<file path="config.mk">
export PLATFORM = sky130hd
export DESIGN_NAME = mdio_master
export DESIGN_NICKNAME = d
export VERILOG_FILES = /design/src/rtl/mdio_pkg.sv /design/src/rtl/mdio_clkdiv.sv /design/src/rtl/mdio_seq.sv /design/src/rtl/mdio_regs.sv /design/src/rtl/mdio_master.sv
export SDC_FILE = /design/constraint.sdc
export NUM_CORES = 1
export LEC_CHECK = 0
export ABC_AREA = 1
export BUFFER_PORTS_ARGS = -buffer_cell sky130_fd_sc_hd__buf_2
export CELL_PAD_IN_SITES_DETAIL_PLACEMENT = 0
export CELL_PAD_IN_SITES_GLOBAL_PLACEMENT = 1
export CORE_MARGIN = 2
export CORE_UTILIZATION = 45
export DETAILED_ROUTE_END_ITERATION = 8
export PLACE_DENSITY = 0.87
export SLEW_MARGIN = 20
export SYNTH_ARGS = -nofsm -noshare
export SYNTH_HDL_FRONTEND = slang
export SYNTH_SLANG_ARGS = --single-unit
</file>
<file path="constraint.sdc">
create_clock -name clk -period 7.74 [get_ports clk]
set_input_delay 0 -clock clk [delete_from_list [all_inputs] [get_ports clk]]
set_output_delay 0 -clock clk [all_outputs]
set_load 0.05 [all_outputs]
</file>
<file path="src/rtl/mdio_pkg.sv">
package mdio_pkg;

  localparam int PRE_LEN    = 32;
  localparam int FRAME_BITS = PRE_LEN + 32;
  localparam int TA_IDX     = PRE_LEN + 14;
  localparam int DATA_IDX   = PRE_LEN + 16;
  localparam int AD_W       = 5;
  localparam int DW         = 16;

  localparam logic [2:0] W_CFG  = 3'd0;
  localparam logic [2:0] W_CMD  = 3'd1;
  localparam logic [2:0] W_ADR  = 3'd2;
  localparam logic [2:0] W_WDAT = 3'd3;
  localparam logic [2:0] W_RES  = 3'd4;
  localparam logic [2:0] W_IND  = 3'd5;

  typedef struct packed {
    logic            rd;
    logic [AD_W-1:0] phy;
    logic [AD_W-1:0] ra;
    logic [DW-1:0]   data;
  } mdio_req_t;

  function automatic logic [FRAME_BITS-1:0] build_frame(input mdio_req_t q);
    logic [1:0] op;
    op = q.rd ? 2'b10 : 2'b01;
    return {{PRE_LEN{1'b1}}, 2'b01, op, q.phy, q.ra, 2'b10,
            (q.rd ? {DW{1'b1}} : q.data)};
  endfunction

endpackage

</file>
<file path="src/rtl/mdio_clkdiv.sv">
module mdio_clkdiv #(
  parameter int DIV_W = 3,
  parameter int MULT  = 4
) (
  input  logic             clk,
  input  logic             rst_n,
  input  logic             en,
  input  logic [DIV_W-1:0] div,
  output logic             tick
);
  localparam int MAX_HALF = (2 ** DIV_W) * MULT;
  localparam int CNT_W    = $clog2(MAX_HALF);

  logic [CNT_W-1:0] cnt_q, cnt_d, lim;

  always_comb begin
    lim   = CNT_W'((int'(div) + 1) * MULT - 1);
    tick  = en && (cnt_q == lim);
    cnt_d = (!en || tick) ? '0 : cnt_q + 1'b1;
  end

  always_ff @(posedge clk or negedge rst_n) begin
    if (!rst_n) cnt_q <= '0;
    else        cnt_q <= cnt_d;
  end

  // while enabled the count never runs past the half-period limit
  p_cnt_bound_r8: assert property (@(posedge clk) disable iff (!rst_n)
    en && $stable(div) |=> cnt_q <= lim);

endmodule

</file>
<file path="src/rtl/mdio_seq.sv">
module mdio_seq
  import mdio_pkg::*;
(
  input  logic          clk,
  input  logic          rst_n,
  input  logic          srst,
  input  logic          start,
  input  mdio_req_t     req,
  input  logic          tick,
  input  logic          mdio_i,
  output logic          busy,
  output logic          mdc,
  output logic          mdio_o,
  output logic          mdio_oe,
  output logic          done_rd,
  output logic [DW-1:0] rd_data
);
  localparam int IDX_W = $clog2(FRAME_BITS);
  localparam logic [IDX_W-1:0] LAST  = IDX_W'(FRAME_BITS - 1);
  localparam logic [IDX_W-1:0] TA_I  = IDX_W'(TA_IDX);
  localparam logic [IDX_W-1:0] DAT_I = IDX_W'(DATA_IDX);

  logic                  busy_q, busy_d, rd_q, rd_d, half_q, half_d, mdc_q, mdc_d;
  logic [IDX_W-1:0]      idx_q, idx_d;
  logic [FRAME_BITS-1:0] sh_q, sh_d;
  logic [DW-1:0]         cap_q, cap_d;

  always_comb begin
    busy_d  = busy_q;
    rd_d    = rd_q;
    half_d  = half_q;
    idx_d   = idx_q;
    sh_d    = sh_q;
    cap_d   = cap_q;
    mdc_d   = mdc_q;
    done_rd = 1'b0;
    if (srst) begin
      busy_d = 1'b0;
      half_d = 1'b0;
      idx_d  = '0;
      mdc_d  = 1'b0;
    end else if (!busy_q) begin
      if (start) begin
        busy_d = 1'b1;
        rd_d   = req.rd;
        half_d = 1'b0;
        idx_d  = '0;
        mdc_d  = 1'b0;
        sh_d   = build_frame(req);
      end
    end else if (tick) begin
      if (!half_q) begin
        half_d = 1'b1;
        mdc_d  = 1'b1;
        if (rd_q && idx_q >= DAT_I) cap_d = {cap_q[DW-2:0], mdio_i};
      end else begin
        half_d = 1'b0;
        mdc_d  = 1'b0;
        if (idx_q == LAST) begin
          busy_d  = 1'b0;
          done_rd = rd_q;
        end else begin
          idx_d = idx_q + 1'b1;
          sh_d  = {sh_q[FRAME_BITS-2:0], 1'b1};
        end
      end
    end
  end

  always_ff @(posedge clk or negedge rst_n) begin
    if (!rst_n) begin
      busy_q <= 1'b0;
      rd_q   <= 1'b0;
      half_q <= 1'b0;
      mdc_q  <= 1'b0;
      idx_q  <= '0;
      sh_q   <= '1;
      cap_q  <= '0;
    end else begin
      busy_q <= busy_d;
      rd_q   <= rd_d;
      half_q <= half_d;
      mdc_q  <= mdc_d;
      idx_q  <= idx_d;
      sh_q   <= sh_d;
      cap_q  <= cap_d;
    end
  end

  assign busy    = busy_q;
  assign mdc     = mdc_q;
  assign mdio_o  = sh_q[FRAME_BITS-1];
  assign mdio_oe = busy_q && !(rd_q && idx_q >= TA_I);
  assign rd_data = cap_q;

  // MDC moves only on a divider tick or an abort
  p_mdc_on_tick_r8: assert property (@(posedge clk) disable iff (!rst_n)
    !$stable(mdc_q) |-> $past(tick) || $past(srst));

  // the read result is only ever handed over at the end of a read
  p_done_idle_r5: assert property (@(posedge clk) disable iff (!rst_n)
    done_rd |=> !busy_q);

endmodule

</file>
<file path="src/rtl/mdio_regs.sv">
module mdio_regs
  import mdio_pkg::*;
#(
  parameter int DIV_W = 3
) (
  input  logic             clk,
  input  logic             rst_n,
  input  logic             bus_sel,
  input  logic             bus_wr,
  input  logic [2:0]       bus_word,
  input  logic [31:0]      bus_wdata,
  output logic [31:0]      bus_rdata,
  input  logic             busy,
  input  logic             done_rd,
  input  logic [DW-1:0]    rd_data,
  output logic             srst,
  output logic [DIV_W-1:0] div,
  output logic             start,
  output mdio_req_t        req
);
  logic [31:0]     cfg_q, cfg_d, cmd_q, cmd_d;
  logic [AD_W-1:0] phy_q, phy_d, ra_q, ra_d;
  logic [DW-1:0]   wdat_q, wdat_d, res_q, res_d;
  logic            nv_q, nv_d;
  logic            we, go_wr, go_rd, accept;

  always_comb begin
    we     = bus_sel && bus_wr;
    go_wr  = we && (bus_word == W_WDAT);
    go_rd  = we && (bus_word == W_CMD) && bus_wdata[0] && !cmd_q[0];
    accept = !busy && !cfg_q[31];
    start  = accept && (go_wr || go_rd);

    req.rd   = go_rd;
    req.phy  = phy_q;
    req.ra   = ra_q;
    req.data = bus_wdata[DW-1:0];

    cfg_d  = (we && bus_word == W_CFG)  ? bus_wdata : cfg_q;
    cmd_d  = (we && bus_word == W_CMD)  ? bus_wdata : cmd_q;
    phy_d  = (we && bus_word == W_ADR)  ? bus_wdata[8 +: AD_W] : phy_q;
    ra_d   = (we && bus_word == W_ADR)  ? bus_wdata[0 +: AD_W] : ra_q;
    wdat_d = go_wr ? bus_wdata[DW-1:0] : wdat_q;
    res_d  = done_rd ? rd_data : res_q;

    nv_d = nv_q;
    if (cfg_q[31] || done_rd) nv_d = 1'b0;
    else if (accept && go_rd) nv_d = 1'b1;

    case (bus_word)
      W_CFG:   bus_rdata = cfg_q;
      W_CMD:   bus_rdata = cmd_q;
      W_ADR:   bus_rdata = {19'b0, phy_q, 3'b0, ra_q};
      W_WDAT:  bus_rdata = {16'b0, wdat_q};
      W_RES:   bus_rdata = {16'b0, res_q};
      W_IND:   bus_rdata = {29'b0, nv_q, 1'b0, busy};
      default: bus_rdata = '0;
    endcase
  end

  always_ff @(posedge clk or negedge rst_n) begin
    if (!rst_n) begin
      cfg_q  <= 32'h0000_0007;
      cmd_q  <= '0;
      phy_q  <= '0;
      ra_q   <= '0;
      wdat_q <= '0;
      res_q  <= '0;
      nv_q   <= 1'b0;
    end else begin
      cfg_q  <= cfg_d;
      cmd_q  <= cmd_d;
      phy_q  <= phy_d;
      ra_q   <= ra_d;
      wdat_q <= wdat_d;
      res_q  <= res_d;
      nv_q   <= nv_d;
    end
  end

  assign srst = cfg_q[31];
  assign div  = cfg_q[DIV_W-1:0];

  // NOTVALID only ever appears inside a busy frame
  p_nv_in_busy_r7: assert property (@(posedge clk) disable iff (!rst_n)
    nv_q |-> busy);

  // the read result holds unless a read completes
  p_res_hold_r10: assert property (@(posedge clk) disable iff (!rst_n)
    !done_rd |=> $stable(res_q));

endmodule

</file>
<file path="src/rtl/mdio_master.sv">
module mdio_master
  import mdio_pkg::*;
#(
  parameter int DIV_W = 3,
  parameter int MULT  = 4
) (
  input  logic        clk,
  input  logic        rst_n,
  input  logic        bus_sel,
  input  logic        bus_wr,
  input  logic [2:0]  bus_word,
  input  logic [31:0] bus_wdata,
  output logic [31:0] bus_rdata,
  output logic        mdc,
  output logic        mdio_o,
  output logic        mdio_oe,
  input  logic        mdio_i
);
  logic [1:0]       rs_q;
  logic             rst_s;
  logic             srst, start, tick, busy, done_rd;
  logic [DIV_W-1:0] div;
  logic [DW-1:0]    rd_data;
  mdio_req_t        req;

  always_ff @(posedge clk or negedge rst_n) begin
    if (!rst_n) rs_q <= 2'b00;
    else        rs_q <= {rs_q[0], 1'b1};
  end
  assign rst_s = rs_q[1];

  mdio_regs #(.DIV_W(DIV_W)) regs_i (
    .clk(clk), .rst_n(rst_s), .bus_sel(bus_sel), .bus_wr(bus_wr),
    .bus_word(bus_word), .bus_wdata(bus_wdata), .bus_rdata(bus_rdata),
    .busy(busy), .done_rd(done_rd), .rd_data(rd_data),
    .srst(srst), .div(div), .start(start), .req(req)
  );

  mdio_clkdiv #(.DIV_W(DIV_W), .MULT(MULT)) div_i (
    .clk(clk), .rst_n(rst_s), .en(busy), .div(div), .tick(tick)
  );

  mdio_seq seq_i (
    .clk(clk), .rst_n(rst_s), .srst(srst), .start(start), .req(req),
    .tick(tick), .mdio_i(mdio_i), .busy(busy), .mdc(mdc),
    .mdio_o(mdio_o), .mdio_oe(mdio_oe), .done_rd(done_rd), .rd_data(rd_data)
  );

  // an accepted launch always raises BUSY
  p_busy_on_start_r6: assert property (@(posedge clk) disable iff (!rst_s)
    start |=> busy);

  // MDC rests low while no frame is active
  p_mdc_idle_r8: assert property (@(posedge clk) disable iff (!rst_s)
    !busy |-> !mdc);

  // the reset bit empties the sequencer and frees the pin
  p_srst_idle_r11: assert property (@(posedge clk) disable iff (!rst_s)
    srst |=> !busy && !mdio_oe);

  // output is steady across the MDC high phase
  p_hold_high_r12: assert property (@(posedge clk) disable iff (!rst_s)
    mdc && $past(mdc) |-> $stable(mdio_o));

endmodule

</file>
; ---- Word-level counts from Yosys, hierarchy flattened
; Cells that the tools add are included.
[totals]
regBits = 203
elab_cells = 100
[op_classes]
add_sub_neg = 4
n_lt_le_gt_ge = 2
n_eq_ne = 13
mux = 33
bitwise = 3
reduce_logical = 30
[op_table]
columns = cell, count
row1 = 64-bit two-way mux, 5
row2 = 32-bit case mux with 6 select lines, 1
row3 = 6-bit two-way mux, 6
row4 = 1-bit two-way mux, 18
row5 = 16-bit two-way mux, 1
row6 = 1-bit logical AND, 14
row7 = "6-bit greater-or-equal comparator, second input constant", 2
row8 = 5-bit AND reduction, 2
row9 = "6-bit by 1-bit adder with 6-bit output, second input constant", 1
row10 = "3-bit by 2-bit == test with 1-bit output, second input constant", 2
row11 = "3-bit == test, second input constant", 2
row12 = "6-bit == test, second input constant", 1
row13 = "3-bit by 2-bit inequality test with 1-bit output, second input constant", 2
row14 = "5-bit by 1-bit adder with 5-bit output, second input constant", 1
row15 = 5-bit == test, 1
row16 = 5-bit two-way mux, 1
row17 = "5-bit by 2-bit subtractor with 5-bit output, second input constant", 1
row18 = 1-bit zero test, 4
row19 = "2-bit inequality test, second input constant", 2
row20 = 4-bit AND reduction, 1
row21 = 2-bit nonzero test, 2
row22 = "3-bit by 1-bit adder with 3-bit output, second input constant", 1
row23 = "3-bit by 1-bit == test with 1-bit output, second input constant", 1
row24 = 3-bit zero test, 1
row25 = other kinds (8), 12

; ---- Depth between registers and ports, before layout
[logic_depth]
word_depth = 9
depth_mapped = 11
mapped_depth_nobuf = 10

; ---- Hierarchy
; From an unflattened synthesis, not the netlist that was laid out.
[unflattened]
cells_unflattened = 1164
hier_area_um2 = 9978.3
[modules_own_cells]
columns = module, instances, cells_each, area_per_inst_um2, seq_area_each_um2
row1 = mdio_regs, 1, 565, 5225.0, 2681.3
row2 = mdio_seq, 1, 548, 4356.7, 2307.2
row3 = mdio_clkdiv, 1, 48, 342.8, 125.1
row4 = mdio_master, 1, 3, 53.8, 50.0

; ---- Worst setup path before layout
; Ideal clock, no wire load.
[synth_timing]
path_kind = register to register
startpoint = register regs_i.cfg_q[1]
endpoint = register regs_i.res_q[2]
setup_time_ps = 132
arrival_time_ps = 1527
setup_slack_ps = 6081
stages_incl_launch_ff = 11
period_less_slack_ps = 1659
cell_sequence = dfstp_2 -> inv_1 -> nand2_1 -> nand2_1 -> nor2_1 -> nand2_1 -> nor2_1 -> nand3_1 -> clkbuf_1 -> nand2_1 -> o21ai_0
[synth_via]
elab_chain_cells = 7
[synth_rtl]
columns = item, line
row1 = from (decl), mdio_regs.sv:21  ; logic [31:0] cfg_q, cfg_d, cmd_q, cmd_d;
row2 = from (signal assigned), mdio_regs.sv:71  ; cfg_q <= cfg_d;
row3 = 3-bit by 1-bit adder with 3-bit output, mdio_clkdiv.sv:17  ; lim = CNT_W'((int'(div) + 1) * MULT - 1);
row4 = 5-bit by 2-bit subtractor with 5-bit output, mdio_clkdiv.sv:17
row5 = 5-bit == test, mdio_clkdiv.sv:18  ; tick = en && (cnt_q == lim);
row6 = 1-bit logical AND, mdio_clkdiv.sv:18
row7 = 1-bit two-way mux, mdio_seq.sv:51  ; end else if (tick) begin
row8 = 1-bit two-way mux, mdio_seq.sv:42  ; end else if (!busy_q) begin
row9 = 1-bit two-way mux, mdio_seq.sv:37  ; if (srst) begin
row10 = to (signal assigned), mdio_regs.sv:76  ; res_q <= res_d;
row11 = to (decl), mdio_regs.sv:23  ; logic [DW-1:0] wdat_q, wdat_d, res_q, res_d;
; Every way passes these cells.
; A chain may end at the register's enable or synchronous reset.

; ---- Worst setup path in the final report
[layout_timing]
startpoint = register regs_i.cfg_q[1]
endpoint = register seq_i.cap_q[15] (netlist: seq_i.rd_data[15])
[layout_via]
elab_chain_cells = 5
[layout_rtl]
columns = item, line
row1 = 3-bit by 1-bit adder with 3-bit output, mdio_clkdiv.sv:17
row2 = 5-bit by 2-bit subtractor with 5-bit output, mdio_clkdiv.sv:17
row3 = 5-bit == test, mdio_clkdiv.sv:18
row4 = 1-bit logical AND, mdio_clkdiv.sv:18
row5 = 5-bit AND reduction (no source line), -
row6 = to (signal assigned), mdio_seq.sv:86  ; cap_q <= cap_d;
row7 = to (decl), mdio_seq.sv:26  ; logic [DW-1:0] cap_q, cap_d;
; Every way passes these cells.

==> flow_metrics.env <==
export IMPL_status="finished, final reports clean"
export IMPL_switching_share_pct=29.5
export IMPL_vias=7375
export IMPL_critPathLaunchType="register"
export IMPL_synth_common_cells="481 x nand2_1, 136 x dfrtp_1, 135 x o21ai_0, 85 x inv_1, 67 x dfstp_2"
export IMPL_max_stage_delay_ns=0.61
export IMPL_grt_usage_pct=20.3
export IMPL_p_per_area_nw_per_um2=305
export IMPL_rsz0062_at_grt="no"
export IMPL_root_buffer="clkbuf_16"
export IMPL_grt_pass1_wl_mm=36.2
export IMPL_multi_input_area_sq_um=3460
export IMPL_synth_area_sq_um=9190
export IMPL_reg2reg_depth=8
export IMPL_ant_nets=0
export IMPL_tightest_slew_ns=1.03
export IMPL_cts_resized=0
export IMPL_path_class="register to register"
export IMPL_required_ns=8.15
export IMPL_wire_per_inst_um=14.4
export IMPL_ys_flop_type="dfrtp_1"
export IMPL_cts_max_level=1
export IMPL_die_w_um=147
export IMPL_min_delay_start="bus_word[1]"
export IMPL_fmax_ghz=0.433
export IMPL_path_delay_family="simple AND/OR/NAND/NOR gates"
export IMPL_nets=1241
export IMPL_cap_violations=0
export IMPL_grt_max_degree=80
export IMPL_cpMostUsedCell="nand2_1"
export IMPL_die_h_um=147
export IMPL_placed_area_sq_um=9720
export IMPL_ys_ff_latch=203
export IMPL_grt_pass1_vias=7104
export IMPL_drc=0
export IMPL_postCtsSetupBuffers=0
export IMPL_synth_fp_nets=1152
export IMPL_fin_setup_tns_ns=0
export IMPL_synthArstFlopShare_pct=100
export IMPL_final_core_util_pct=54.2
export IMPL_power_frac_comb_pct=18.8
export IMPL_yosys_area_top_type_share_pct=37.1
export IMPL_drive_gt1_share_pct=19.2
export IMPL_seqPwrFrac_pct=47.6
export IMPL_netlist_instances=1109
export IMPL_period_needed_ns=2.31
export IMPL_dp_hpwl_mm=12.7
export IMPL_clock_sinks=203
export IMPL_nFillCells=1853
export IMPL_port_buffers=74
export IMPL_routed_wl_mm=21.5
export IMPL_dr_first_iter_drc_count=594
export IMPL_cpMaxStageDelayCell="nand2_1"
export IMPL_internal_power_uw=2340
export IMPL_dieArea_sq_um=21600
export IMPL_hp_class="primary input to register"
export IMPL_min_period_over_period_pct=29.9
export IMPL_rows=52
export IMPL_num_antenna_cells=0
export IMPL_ff_latch_area_sq_um=5170
export IMPL_viasPerCell=4.97
export IMPL_slew_violations=0
export IMPL_grt_overflow=0
export IMPL_clock_latency_ns=0.52
export IMPL_synth_distinct_cells=33
export IMPL_numCtsBuffers=23
export IMPL_r2r_slack_ns=5.43
export IMPL_core_area_sq_um=20100
export IMPL_synthTopCellsByArea="dfrtp_1 37%, nand2_1 20%, dfstp_2 19%"
export IMPL_cts_hold_fix_buffers=38
export IMPL_ios=75
export IMPL_whs_endpoint="seq_i.rd_q"
export IMPL_netlist_top_cell_by_area="dfrtp_1"
export IMPL_arrival_ns=2.73
export IMPL_ys_warn_count=0
export IMPL_worst_clock_skew_ns=0.0210
export IMPL_start_util_pct=45.7
export IMPL_path_cells="inv_1 -> nand2_1 -> nand2_1 -> nor2_1 -> nand2_1 -> nor2_1 -> nand2_1 -> o21ai_0"
export IMPL_regToRegStartpoint="regs_i.cfg_q[1]"
export IMPL_cp_num_buf_inv=1
export IMPL_hold_path_depth=6
export IMPL_gp_congestion=0.784
export IMPL_setup_viol=0
export IMPL_p_leak_uw=0.00541
export IMPL_synth_edf_count=0
export IMPL_critPathCaptureType="register"
export IMPL_vdd_drop_max_mv=0.194
export IMPL_clockBufferDepth=3
export IMPL_syn_to_final_growth_pct=18.7
export IMPL_hold_violations=0
export IMPL_maxSlewHeadroom_pct=31.3
export IMPL_path_max_fanout=31
export IMPL_synth_most_common_cell="nand2_1"
export IMPL_clockPowerShare_pct=33.6
export IMPL_seq_area_frac_synth_pct=56.2
export IMPL_p_switching_uw=982
export IMPL_first_pass_iters=5
export IMPL_cts_tree="yes"
export IMPL_path_clk_slew_ns=0.06
export IMPL_syn_area_per_cell_sq_um=8.28
export IMPL_finish_instance_area_sq_um=10900
export IMPL_antenna_found_initial=0
export IMPL_regToRegEndpoint="seq_i.rd_data[15]"
==> flip-flops by register name, summed over array words and instances (netlist names), 2 cells and up <==
signal,cells
seq_i.idx_q,6
div_i.cnt_q,5
regs_i.res_q,16
regs_i.cmd_q,32
regs_i.ra_q,5
regs_i.phy_q,5
regs_i.wdat_q,16
rs_q,2
regs_i.cfg_q,32
seq_i.sh_q,64
seq_i.rd_data,16
==> worst max-delay path by stage <==
stage | start | end | slack [ns] | cells after the start
finish | regs_i.cfg_q[1] | seq_i.rd_data[15] | 5.43 | 8
global route | regs_i.cfg_q[1] | seq_i.rd_data[4] | 5.08 | 8
CTS | regs_i.cfg_q[1] | regs_i.res_q[14] | 5.12 | 8
detailed placement | regs_i.cfg_q[1] | regs_i.res_q[13] | 5.14 | 8
global placement | regs_i.cfg_q[1] | regs_i.res_q[7] | 5.29 | 8
floorplan | rs_q[1] | div_i.cnt_q[0] | 1.78 | 0
==> metrics by stage <==
step / setup WS [ns] / instances / power (uW) / hold slack [ns]
2_1_floorplan: 1.78 / 1109 / 2050 / -0.296
3_3_place_gp: 5.29 / 1405 / 2190 / -0.210
3_5_place_dp: 5.14 / 1405 / 2210 / -0.211
4_1_cts: 5.12 / 1485 / 3360 / 0.0126
5_1_grt: 5.08 / 1485 / 3530 / 0.0729
6_report: 5.43 / 1485 / 3320 / 0.0560
==> cell usage in the layout (no fill, tap or decap), drive strengths merged <==
cell type / instances
a22oi: 10
nand2: 485
xnor2: 1
nand4: 13
conb: 1
xor2: 3
clkbuf: 36
or2: 34
o22ai: 1
dfrtp: 136
nand3: 17
nand3b: 2
bufinv: 2
a22o: 15
dlygate4sd3: 38
o21ai: 135
buf: 83
o2111ai: 9
inv: 87
nor2: 26
a31oi: 1
clkinv: 4
dfstp: 67
nor3b: 2
ha: 3
nor3: 1
a21oi: 3
==> cell families (layout without fill, tap and decap cells) <==
logic type                 count (synthesis)  in the layout  share of synthesized area [%]
xor gates and xnor gates                   4              4                          0.381
other                                      1              1                         0.0408
adders and majority gates                  3              3                          0.409
buffers and inverters                    144            250                           6.24
and+or+nand+nor                          580            580                           25.9
DFF                                      203            203                           56.2
AOI/OAI and AO/OA                        174            174                           10.8
==> layout make-up <==
class	count	share of cell area (%)
sequential	203	47.4
multi-input combinational	762	31.7
timing repair buffer	121	7.54
clock buffer	36	6.37
tap	270	3.10
inverter	87	2.99
clock inverter	6	0.872
==> per-layer routing <==
layer  up-vias  GRT usage [%]  share of wire, %
li1       3662              -                 -
met1      3545           30.7                50
met2       148           31.9                45
met3        20           2.55               4.5
met4         0           3.93              0.98
met5         -              0                 0
==> power groups by stage <==
stage	Combinational [uW]	Clock [uW]	Sequential, uW
2_1_floorplan	464	0	1590
3_3_place_gp	600	0	1590
3_5_place_dp	612	0	1590
4_1_cts	632	1140	1580
5_1_grt	721	1190	1620
6_report	624	1120	1580
==> worst register-to-register path: stages, from the launching register on <==
cell and delay [ns]:
dfstp_2 0.53, inv_1 0.05, nand2_1 0.05, nand2_1 0.04, nor2_1 0.09, nand2_1 0.13
nor2_1 0.27, nand2_1 0.61, o21ai_0 0.43
(Power assumes the default switching activity.)
